==> src/rtl/fshift_pkg.sv <==
// Package: shared encodings for the variable-width shift unit.
// Assumes a data word whose width is a multiple of four.
package fshift_pkg;
    // Shift direction encoding on dir_left_i
    typedef enum logic {
        SHIFT_RIGHT = 1'b0,
        SHIFT_LEFT  = 1'b1
    } shift_dir_e;

    // Field width select encoding: width = (code + 1) * (word width / 4)
    typedef enum logic [1:0] {
        FIELD_QUARTER  = 2'b00,
        FIELD_HALF     = 2'b01,
        FIELD_3QUARTER = 2'b10,
        FIELD_FULL     = 2'b11
    } field_sel_e;

    localparam int NUM_FIELDS = 4;
endpackage

==> src/rtl/fshift_modreduce.sv <==
// Module: fshift_modreduce
// Reduces the raw count modulo the active width and reports that width.
// Assumes DATA_W is a power of two and a multiple of NUM_FIELDS.
// Every candidate width has its own constant-divisor remainder, so the
// 3/4 width (not a power of two) gets a true modulo and not a mask.
module fshift_modreduce
    import fshift_pkg::*;
#(
    parameter int DATA_W = 16,
    parameter int CNT_W  = 16,
    localparam int SH_W  = $clog2(DATA_W),
    localparam int STEP  = DATA_W / NUM_FIELDS
) (
    input  logic [CNT_W-1:0] count_i,
    input  logic             field_mode_i,
    input  logic [1:0]       field_sel_i,
    output logic [SH_W-1:0]  shamt_o,
    output logic [SH_W:0]    width_o
);
    logic [SH_W-1:0] rem_arr [NUM_FIELDS];
    logic [1:0]      sel_idx;

    // One constant-divisor remainder per selectable width
    for (genvar g = 0; g < NUM_FIELDS; g++) begin : g_rem
        localparam int GW = (g + 1) * STEP;
        assign rem_arr[g] = SH_W'(32'(count_i) % GW);
    end

    // Word mode forces the full width; field mode uses the select
    always_comb begin
        sel_idx = field_mode_i ? field_sel_i : FIELD_FULL;
        shamt_o = rem_arr[sel_idx];
        width_o = (SH_W + 1)'((32'(sel_idx) + 1) * STEP);
    end
endmodule

==> src/rtl/fshift_core.sv <==
// Module: fshift_core
// Zero-fill logical shift confined to the low width_i bits of the word.
// Bits above the field are passed through. Also gives the last bit
// shifted out. Assumes 0 <= shamt_i < width_i <= DATA_W.
module fshift_core #(
    parameter int DATA_W = 16,
    localparam int SH_W  = $clog2(DATA_W)
) (
    input  logic [DATA_W-1:0] data_i,
    input  logic [SH_W-1:0]   shamt_i,
    input  logic [SH_W:0]     width_i,
    input  logic              dir_left_i,
    output logic [DATA_W-1:0] result_o,
    output logic              carry_o
);
    logic [DATA_W:0]   mask_wide;
    logic [DATA_W-1:0] mask;
    logic [DATA_W-1:0] field;
    logic [DATA_W-1:0] shifted;
    logic [SH_W:0]     cidx;

    // Build the field mask, shift inside it and select the carry bit
    always_comb begin
        mask_wide = ({{DATA_W{1'b0}}, 1'b1} << width_i) - 1'b1;
        mask      = mask_wide[DATA_W-1:0];
        field     = data_i & mask;
        if (dir_left_i) begin
            shifted = (field << shamt_i) & mask;
            cidx    = width_i - {1'b0, shamt_i};
        end else begin
            shifted = field >> shamt_i;
            cidx    = {1'b0, shamt_i} - 1'b1;
        end
        carry_o  = data_i[cidx[SH_W-1:0]];
        result_o = (data_i & ~mask) | shifted;
    end
endmodule

==> src/rtl/fshift_trigger.sv <==
// Module: fshift_trigger
// Decides on which clock edges an operation is performed: on every edge
// with the strobe high (level mode), or only on the first high edge
// after a low one (pulse mode). Assumes exec_i is low during reset.
module fshift_trigger (
    input  logic clk,
    input  logic rst_n,
    input  logic exec_i,
    input  logic pulse_mode_i,
    output logic fire_o
);
    logic exec_q;

    // Remember the strobe level seen at the previous edge
    always_ff @(posedge clk) begin
        if (!rst_n) exec_q <= 1'b0;
        else        exec_q <= exec_i;
    end

    // Level mode passes the strobe; pulse mode keeps only its rising edge
    always_comb begin
        fire_o = pulse_mode_i ? (exec_i & ~exec_q) : exec_i;
    end
endmodule

==> src/rtl/fshift_unit.sv <==
// Module: fshift_unit (top)
// Registered variable-width logical shift unit with a carry flag.
// Assumes synchronous inputs that are stable around the rising edge.
module fshift_unit #(
    parameter int DATA_W = 16,
    parameter int CNT_W  = 16
) (
    input  logic              clk,
    input  logic              rst_n,
    input  logic              exec_i,
    input  logic              pulse_mode_i,
    input  logic              dir_left_i,
    input  logic              field_mode_i,
    input  logic [1:0]        field_sel_i,
    input  logic [DATA_W-1:0] data_i,
    input  logic [CNT_W-1:0]  count_i,
    output logic [DATA_W-1:0] result_o,
    output logic              carry_o
);
    localparam int SH_W = $clog2(DATA_W);

    logic [SH_W-1:0]   shamt;
    logic [SH_W:0]     width;
    logic [DATA_W-1:0] shift_res;
    logic              shift_cy;
    logic              fire;

    fshift_modreduce #(.DATA_W(DATA_W), .CNT_W(CNT_W)) u_mod (
        .count_i      (count_i),
        .field_mode_i (field_mode_i),
        .field_sel_i  (field_sel_i),
        .shamt_o      (shamt),
        .width_o      (width)
    );

    fshift_core #(.DATA_W(DATA_W)) u_core (
        .data_i     (data_i),
        .shamt_i    (shamt),
        .width_i    (width),
        .dir_left_i (dir_left_i),
        .result_o   (shift_res),
        .carry_o    (shift_cy)
    );

    fshift_trigger u_trig (
        .clk          (clk),
        .rst_n        (rst_n),
        .exec_i       (exec_i),
        .pulse_mode_i (pulse_mode_i),
        .fire_o       (fire)
    );

    // Register the result on each operation; the carry changes only when k is not 0
    always_ff @(posedge clk) begin
        if (!rst_n) begin
            result_o <= '0;
            carry_o  <= 1'b0;
        end else if (fire) begin
            result_o <= shift_res;
            if (shamt != '0) carry_o <= shift_cy;
        end
    end
endmodule

==> config.mk <==
export PLATFORM = sky130hd
export DESIGN_NAME = fshift_unit
export DESIGN_NICKNAME = d
export VERILOG_FILES = /design/src/rtl/fshift_pkg.sv /design/src/rtl/fshift_modreduce.sv /design/src/rtl/fshift_core.sv /design/src/rtl/fshift_trigger.sv /design/src/rtl/fshift_unit.sv
export SDC_FILE = /design/constraint.sdc
export NUM_CORES = 1
export LEC_CHECK = 0
export ABC_AREA = 1
export BUFFER_PORTS_ARGS = -buffer_cell sky130_fd_sc_hd__buf_2
export CORE_ASPECT_RATIO = 2
export CORE_MARGIN = 3
export CORE_UTILIZATION = 53
export CTS_BUF_LIST = sky130_fd_sc_hd__clkbuf_4 sky130_fd_sc_hd__clkbuf_8 sky130_fd_sc_hd__clkbuf_16
export CTS_CLUSTER_SIZE = 30
export DETAILED_ROUTE_END_ITERATION = 6
export HOLD_SLACK_MARGIN = 0.08
export PLACE_DENSITY = 0.75
export SLEW_MARGIN = 0
export SYNTH_ARGS = -nofsm -noshare
export SYNTH_HDL_FRONTEND = slang
export SYNTH_SLANG_ARGS = --single-unit
==> constraint.sdc <==
create_clock -name clk -period 19.7 [get_ports clk]
set_input_delay 0.985 -clock clk [delete_from_list [all_inputs] [get_ports clk]]
set_output_delay 0.985 -clock clk [all_outputs]
set_load 0.005 [all_outputs]
**After elaboration in Yosys (flattened, before gate mapping)**

Index checks and enable logic that the tools add are counted.

- Add/subtract/negate cells: 4
- Div/mod/pow operators: 1
- $lt $le $gt $ge: 2
- Shifts and indexed selects: 3
- Muxes and demuxes: 9
- Bitwise gates (word level): 8
- Reduce and logical (&&, ||, !) cells: 2

Operator list:

| cell | count |
|---|---|
| 16-bit bitwise AND | 3 |
| 16-bit by 4-bit modulo with 32-bit output (second input constant) | 1 |
| 16-bit two-way mux | 1 |
| 16-bit NOT | 1 |
| 16-bit bitwise OR | 1 |
| 1-bit by 5-bit left shift with 16-bit output (first input constant) | 1 |
| 16-bit by 4-bit left shift with 16-bit output | 1 |
| 16-bit by 4-bit >> shifter with 16-bit output | 1 |
| 16-bit by 1-bit subtractor with 16-bit output (second input constant) | 1 |
| 4-bit two-way mux | 3 |
| 4-bit binary-select mux with 2-bit select | 1 |
| 4-bit by 5-bit < comparator with 1-bit output (second input constant) | 1 |
| 1-bit binary-select mux with 4-bit select | 1 |
| 4-bit nonzero test | 1 |
| 4-bit by 1-bit subtractor with 4-bit output (second input constant) | 1 |
| 4-bit subtractor | 1 |
| 2-bit by 1-bit adder with 3-bit output (second input constant) | 1 |
| 3-bit >= comparator (second input constant) | 1 |
| 2-bit NOT with 3-bit output | 1 |
| 1-bit two-way mux | 2 |
| 2-bit two-way mux | 1 |
| 2-bit AND reduction | 1 |
| 1-bit bitwise AND | 1 |
| 1-bit NOT | 1 |

- Register bits: 18
- Bits of input ports: 40
- Output and inout bits: 17

**Depth between registers and ports, before layout**

Gate-level depths: netlist of the first run.

- Depth in word-level cells: 9
- Depth in mapped cells: 75

**By module**

Synthesis of the first run repeated with hierarchy kept, for this count alone.

- Cell total of the unflattened synthesis: 804
- Area, all modules: 4262.8 um^2

Modules (own cells, without submodules):

| module | times used | cells each | area each (um^2) | sequential area each (um^2) |
|---|---|---|---|---|
| fshift_core | 1 | 462 | 2173.3 | 0.0 |
| fshift_modreduce | 1 | 259 | 1376.3 | 0.0 |
| fshift_unit | 1 | 78 | 673.1 | 340.3 |
| fshift_trigger | 1 | 5 | 40.0 | 20.0 |

**Worst setup path after synthesis of the first run**

No wires, ideal clock.

- Path kind: input to register
- Start point: input count_i[14]
- End point: register carry_o
- Library setup time: 0.109 ns
- Data arrival time: 7.296 ns
- Data required time: 19.591 ns
- Setup slack: 12.295 ns
- Stages: 70
- Path buffers: 4
- Cell sequence: buf_4 clkbuf_1 ha_1 inv_1 nand2_1 nand2_1 nand3_1 nand2_1 nand2_2 nor2_2 nand2_1 nand2_1 nand2_2 nor2_4 nand3_2 nand2_1 nand2_1 clkinv_1 [34 not listed] nand2_1 nand2_1 nand2_1 nand2_2 buf_6 buf_4 ha_1 a21oi_1 xor2_1 nand2_1 nand2_1 nand2_1 nand2_1 inv_1 nand2_1 nand3_1 nand2_1 inv_1

- Cells in the longest elaborated chain, start to end: 8
- Elaborated cells on any way between the ends: 11
- Classes of those cells: 2 x add/sub; 1 x div; 6 x mux; 2 x reduce/logical

RTL lines:

| item | line | text |
|---|---|---|
| start, declared | fshift_unit.sv:16 | `input logic [CNT_W-1:0] count_i,` |
| 16-bit by 4-bit modulo with 32-bit output * | fshift_modreduce.sv:26 | `assign rem_arr[g] = SH_W'(32'(count_i) % GW);` |
| 4-bit binary-select mux with 2-bit select * | fshift_modreduce.sv:32 | `shamt_o = rem_arr[sel_idx];` |
| 4-bit two-way mux (implied by the code) * (2 in series) | fshift_modreduce.sv:32 |  |
| 4-bit by 1-bit subtractor with 4-bit output or 4-bit subtractor (tied branches) | fshift_core.sv:32, fshift_core.sv:29 |  |
| 4-bit two-way mux | fshift_core.sv:27 | `if (dir_left_i) begin` |
| 1-bit binary-select mux with 4-bit select | fshift_core.sv:34 | `carry_o = data_i[cidx[SH_W-1:0]];` |
| 1-bit two-way mux (implied by the code) | fshift_core.sv:34 |  |
| end signal, assigned | fshift_unit.sv:60 | `if (shamt != '0) carry_o <= shift_cy;` |
| end, declared | fshift_unit.sv:18 | `output logic carry_o` |

Mark *: on every way between the ends. The rest lies on a longest branch, timed or not. The select of a mux whose other input is x is not followed.
A chain may end at the register's enable or synchronous reset.

**Worst setup path in the final report of the first run**

- Start point: input count_i[15]
- End point: register carry_o

Same word-level chain as after synthesis.

==> reports/results.ini, run 1 <==
[critical_path]
critPathLaunchType=input pin
path_depth=63
slowest_stage=nand2_2
cp.required_ns=19.85
worst_r2r_endpoint=result_o[3]
r2r-start=u_trig.exec_q
r2r_setup_slack_ns=17.97
critPathMaxFanout=48
endpoint_kind=register
crit_buf_inv=5
max_stage_delay_ns=0.65
crit_start=count_i[15]
worst-r2r-cell-count=6
path_class=input pin to register
crit_top_cell=nand2_1
critPathTopFamily=simple AND/OR/NAND/NOR gates
arrival_ns=8.84

[power_and_ir_drop]
pwr_density_cell_nw_per_um2=66.0
peakVddDrop_mv=0.0585
p_leak_nw=2.08

[synth]
synth_edf_count=0
ys_seq_area_frac=0.101
async_reset_ff_frac=0
synth_cells=673
synth_area_um2=3560
yosysWarnings=0
syn_nets=721
synth_top_area_frac=0.231
yosysUniqueCellTypes=37
yosysTopAreaCell=nand2_1
avgSynthCellArea_um2=5.29
synth-seq-cells=18
yosys-top-cells-area=nand2_1 (23%), dfxtp_1 (10%), o21ai_0 (8.6%)
synth_ff_type=dfxtp_1

[timing]
setup_viol=0
slew-limit-headroom=0.419
rsz0062_at_grt=no
finalHoldViolCount=0
fmax_ghz=0.115
post-route-min-period_ns=8.68
setup_ws_ns=11.02
tightest_slew_ns=0.869
fin_setup_tns_ns=0
clock-skew-final_ns=0.00275
period_share=0.441
slew_viol_final=0

[layout]
fillers=696
drive_above_1_share=0.146
n_antenna_cell=0
nets=755
area_growth_pct=9.21

[drt]
antenna_left=0
routed_wl_um=12300
vias=4624
wl_per_cell_um=15.5
first_iter_violations=298
viasPerCell=5.85
drc_errors=0
dr.pass1.iters=5

[cts]
cts_setup_buffers=0
clk_latency_ns=0.25
cts.sinks=18
cts_made_buffers=3
root_buffer=clkbuf_16
tritoncts=built
htreeDepth=1
cts_hold_repair.buffers=0
clk_pin_slew_ns=0.05
post_cts_resized=0
clock_path_buffers=2

[global_routing]
grt_overflow=0
grt_pass1_wl_um=20200
grt_pass1_vias=4451
grt_usage=0.323
grt_max_degree=49
antenna_found_initial=0

[placement]
place_congestion=0.994
dp_slack_ns=10.86
io_buffers=56
dp_hpwl_um=9900

[die]
core_area_um2=6410
dieHeight_um=122
die_w_um=63.9
die_area_um2=7790
ioPinCount=57
row_count=41
start_util=0.555

[min_path]
hold_end=result_o[5]
worstHoldStart=result_o[5]
hold_depth=2
min_path_type=register to register

[flow_run]
drv_cap=0

[status]
status=finished, final reports clean

## worst max path at each step
stage / slack [ns] / end
after floorplan: 12.30 / carry_o
after global placement: 11.17 / carry_o
after detailed placement: 10.86 / carry_o
after CTS: 11.10 / carry_o
after global routing: 10.0 / carry_o
final: 11.02 / carry_o
## routing by layer
metal  track usage  vias to the layer above  part of all wire
li1              -                     2303                 -
met1         0.311                     2083              0.34
met2         0.596                      177              0.52
met3        0.0286                       61             0.050
met4         0.276                        0             0.091
met5             0                        -                 0
## per-stage QoR
| step | utilization | cells | power [W] | hold WS [ns] | instance area [um^2] |
|---|---|---|---|---|---|
| floorplan | - | 673 | 0.000177 | 0.528 | 3560 |
| global placement | 0.594 | 788 | 0.000211 | 0.515 | 3810 |
| detailed placement | 0.594 | 788 | 0.000214 | 0.523 | 3810 |
| CTS | 0.606 | 791 | 0.000256 | 0.543 | 3890 |
| global route | 0.606 | 791 | 0.000282 | 0.565 | 3890 |
| finish | 0.606 | 791 | 0.000257 | 0.538 | 3890 |
## cells in the mapped netlist, types with 2 or more instances
library cell  instances
buf_1                 3
nand3_1              47
a21boi_0              2
buf_4                 3
clkbuf_1             14
o211ai_1             12
ha_1                  8
nand2_1             219
nor2_2                5
nand3_2              10
o21a_1                8
nor2_4                4
clkinv_1              2
buf_6                 3
buf_2                 6
nor2_1               52
nand4_1              20
a31oi_1              10
nand4_2               2
inv_1                70
o21ai_0              61
a21oi_1              34
nand2_2               9
inv_2                 7
xor2_1               10
o22ai_1               9
o21ai_1              16
dfxtp_1              18
## cells by family (layout without fill, tap and decap cells)
kind of cell | count (synthesis) | after routing | synth area share
buffers and inverters | 108 | 140 | 0.126
and+or+nand+nor | 372 | 372 | 0.471
muxes | 1 | 1 | 0.00281
adders and majority gates | 8 | 8 | 0.0281
AOI/OAI and AO/OA | 155 | 155 | 0.244
DFF | 18 | 18 | 0.101
xor gates and xnor gates | 11 | 11 | 0.0271
## power by group
part / switching (W) / internal (W)
clock: 0.0000130 / 0.0000267
sequential: 0.00000151 / 0.0000399
combinational: 0.000118 / 0.0000579
total: 0.000132 / 0.000125
## cell type report
class,count,area [um^2],share of cell area
sequential,18,360,0.0927
timing repair buffer,58,295,0.0760
inverter,79,297,0.0763
tap,86,108,0.0277
clock buffer,3,75.1,0.0193
multi-input combinational,547,2750,0.708
## flip-flops by register name (all words and copies together) (netlist names)
name	count
carry_o	1
result_o	16
u_trig.exec_q	1
## worst min-delay path, stage by stage (launching register included)
cell and delay, ns:
dfxtp_1 0.30, o21ai_0 0.14, a21oi_1 0.04
## cell usage in the layout (no fill, tap or decap), types with 9 or more instances in the layout
cell        n
inv_1      70
o22ai_1     9
o21ai_1    16
o211ai_1   12
a31oi_1    10
nand3_1    47
buf_2      56
nor2_1     52
o21ai_0    61
nand2_2     9
nand4_1    20
dfxtp_1    18
nand3_2    10
nand2_1   219
a21oi_1    34
xor2_1     10
(Power assumes the default switching activity.)
==> inputs of run 2 (changes only) <==
==> constraint.sdc (replaced) <==
create_clock -name clk -period 8.5 [get_ports clk]
set_input_delay 0.425 -clock clk [delete_from_list [all_inputs] [get_ports clk]]
set_output_delay 0.425 -clock clk [all_outputs]
set_load 0.005 [all_outputs]
==> run 2 against run 1 <==
  * Cell count up 0.51%
  * Total power increased by 140%
  * Worst setup slack worse by 10 ns
  * Clock power up 130%
  * Global-route usage up 0.64 points
  * Sequential cell count did not move
  * First-iteration DRC count increased by 32%
  * Final area grew 1.0%
  * Clock skew fell by 0.0019 ns
==> reports/results.ini, run 2 (same netlist as run 1, synthesis figures left out) <==
[global_routing]
antenna_found_initial=0  ; unchanged
grt_pass1_wl_um=20400  ; +1.2%
grt_pass1_vias=4426  ; -0.56%
grt_usage=0.329  ; +0.00637
grt_overflow=0  ; unchanged
grt_max_degree=39  ; -20%

[layout]
top_register=result_o
regArea_um2=360  ; unchanged
top_regs=result_o x16, carry_o x1, u_trig.exec_q x1
fin_area_um2=3930  ; +1.0%
final_cell_mix=nand2_1 (219), inv_1 (70), o21ai_0 (61), buf_2 (56), nor2_1 (52)
nets=759  ; +0.53%
drive_above_1_share=0.151  ; +0.00482
area_growth_pct=10.3
final_common_cell=nand2_1
multi_input_area_um2=2760  ; +0.18%
n_antenna_cell=0  ; unchanged
fillers=688  ; -1.1%
largest_reg_flops=16  ; unchanged

[min_path]
min_path_type=input pin to register

[die]
start_util=0.555  ; unchanged
die_w_um=63.9  ; unchanged
die_area_um2=7790  ; unchanged
dieHeight_um=122  ; unchanged
ioPinCount=57  ; unchanged
row_count=41  ; unchanged
core_area_um2=6410  ; unchanged

[drt]
first_iter_violations=394  ; +32%
dr.pass1.iters=5  ; unchanged
routed_wl_um=12600  ; +2.3%
drc_errors=0  ; unchanged
antenna_left=0  ; unchanged
wl_per_cell_um=15.8  ; +1.8%
viasPerCell=5.86  ; +0.31%
vias=4662  ; +0.82%

[cts]
clk_pin_slew_ns=0.05  ; about the same
clk_latency_ns=0.25  ; about the same
tritoncts=built
clock_path_buffers=2  ; unchanged
cts.sinks=18  ; unchanged
root_buffer=clkbuf_16
cts_setup_buffers=0  ; unchanged
cts_made_buffers=3  ; unchanged
htreeDepth=1  ; unchanged

[timing]
period_share=0.879
clock-skew-final_ns=0.000878  ; -0.00187 ns
setup_ws_ns=1.03  ; -9.99 ns
fin_setup_tns_ns=0  ; unchanged
slew-limit-headroom=0.428  ; +0.00930
fmax_ghz=0.134
tightest_slew_ns=0.855  ; -0.0139 ns
finalHoldViolCount=0  ; unchanged
slew_viol_final=0  ; unchanged
post-route-min-period_ns=7.47
setup_viol=0  ; unchanged

[critical_path]
arrival_ns=7.62  ; -1.22 ns
crit_start=count_i[14]
worst_r2r_endpoint=result_o[3]
slowest_stage=ha_1
r2r-start=u_trig.exec_q
crit_path_end=carry_o
path_class=input pin to register
endpoint_kind=register
crit_top_cell=nand2_1
r2r_setup_slack_ns=6.82  ; -11.15 ns
cp.required_ns=8.65  ; -11.20 ns
critPathMaxFanout=26  ; -46%
max_stage_delay_ns=0.36  ; -0.29 ns
critPathLaunchType=input pin
worst-r2r-cell-count=6  ; unchanged

[placement]
io_buffers=56  ; unchanged
dp_slack_ns=0.586  ; -10.28 ns
dp_hpwl_um=10100  ; +2.1%
place_congestion=1.03  ; +3.4%
dpl_cell_area_um2=3840  ; +0.79%

[power_and_ir_drop]
pwr_density_cell_nw_per_um2=154  ; +130%
peakVddDrop_mv=0.147  ; +150%
p_leak_nw=2.10  ; +1.1%

[flow_run]
drv_cap=0  ; unchanged

[status]
status=finished, final reports clean

-- run 2: cell types whose count changed in the layout (fill, tap and decap cells not counted), sizes merged --
cell and delta:
buf +4
-- run 2: how the worst min path moves through the flow --
stage	startpoint	to	slack, ns	cells after the start
detailed placement	result_o[14]	result_o[14]	0.52	2
global placement	result_o[0]	result_o[0]	0.52	2
CTS	exec_i	u_trig.exec_q	0.36	3
floorplan	exec_i	u_trig.exec_q	0.52	2
finish	exec_i	u_trig.exec_q	0.37	3
global route	exec_i	u_trig.exec_q	0.38	3
-- run 2: repair_timing --
item,4_1_cts,5_1_grt
resized for setup,0,2
hold buffers,0,0
hold endpoints to repair,0,0
setup endpoints to repair,0,1
-- run 2: per-stage QoR --
stage / total power (W) / instances / hold slack (ns) / util
floorplan: 0.000409 / 673 / 0.518 / -
global placement: 0.000492 / 792 / 0.518 / 0.599
detailed placement: 0.000502 / 792 / 0.523 / 0.599
CTS: 0.000599 / 795 / 0.364 / 0.611
global route: 0.000658 / 795 / 0.379 / 0.612
finish: 0.000604 / 795 / 0.369 / 0.612
-- run 2: power breakdown --
group / total (W) / switching [W] / internal (W)
registers: 0.0000958 / 0.00000330 / 0.0000925
logic: 0.000416 / 0.000279 / 0.000137
clock network: 0.0000925 / 0.0000306 / 0.0000619
-- run 2: area by class of cell --
cell class	instances	area share
Clock buffer	3	0.0191
Timing Repair Buffer	62	0.0838
Multi-Input combinational cell	547	0.702
Sequential cell	18	0.0918
Tap cell	86	0.0274
Inverter	79	0.0755
-- run 2: worst max-delay path, delay by kind of cell --
family          cells  cell delay (ns)
compound gates      2             0.52
xor+xnor            1             0.16
fa+ha+maj           2             0.55
buf+inv             8             0.87
simple gates       50             5.05
-- run 2: layer usage --
metal  vias to the layer above  GRT usage  part of all wire
met5                         -          0                 0
met4                         0      0.265             0.083
met3                        70     0.0332             0.052
met2                       198      0.605              0.53
met1                      2088      0.324              0.33
li1                       2306          -                 -
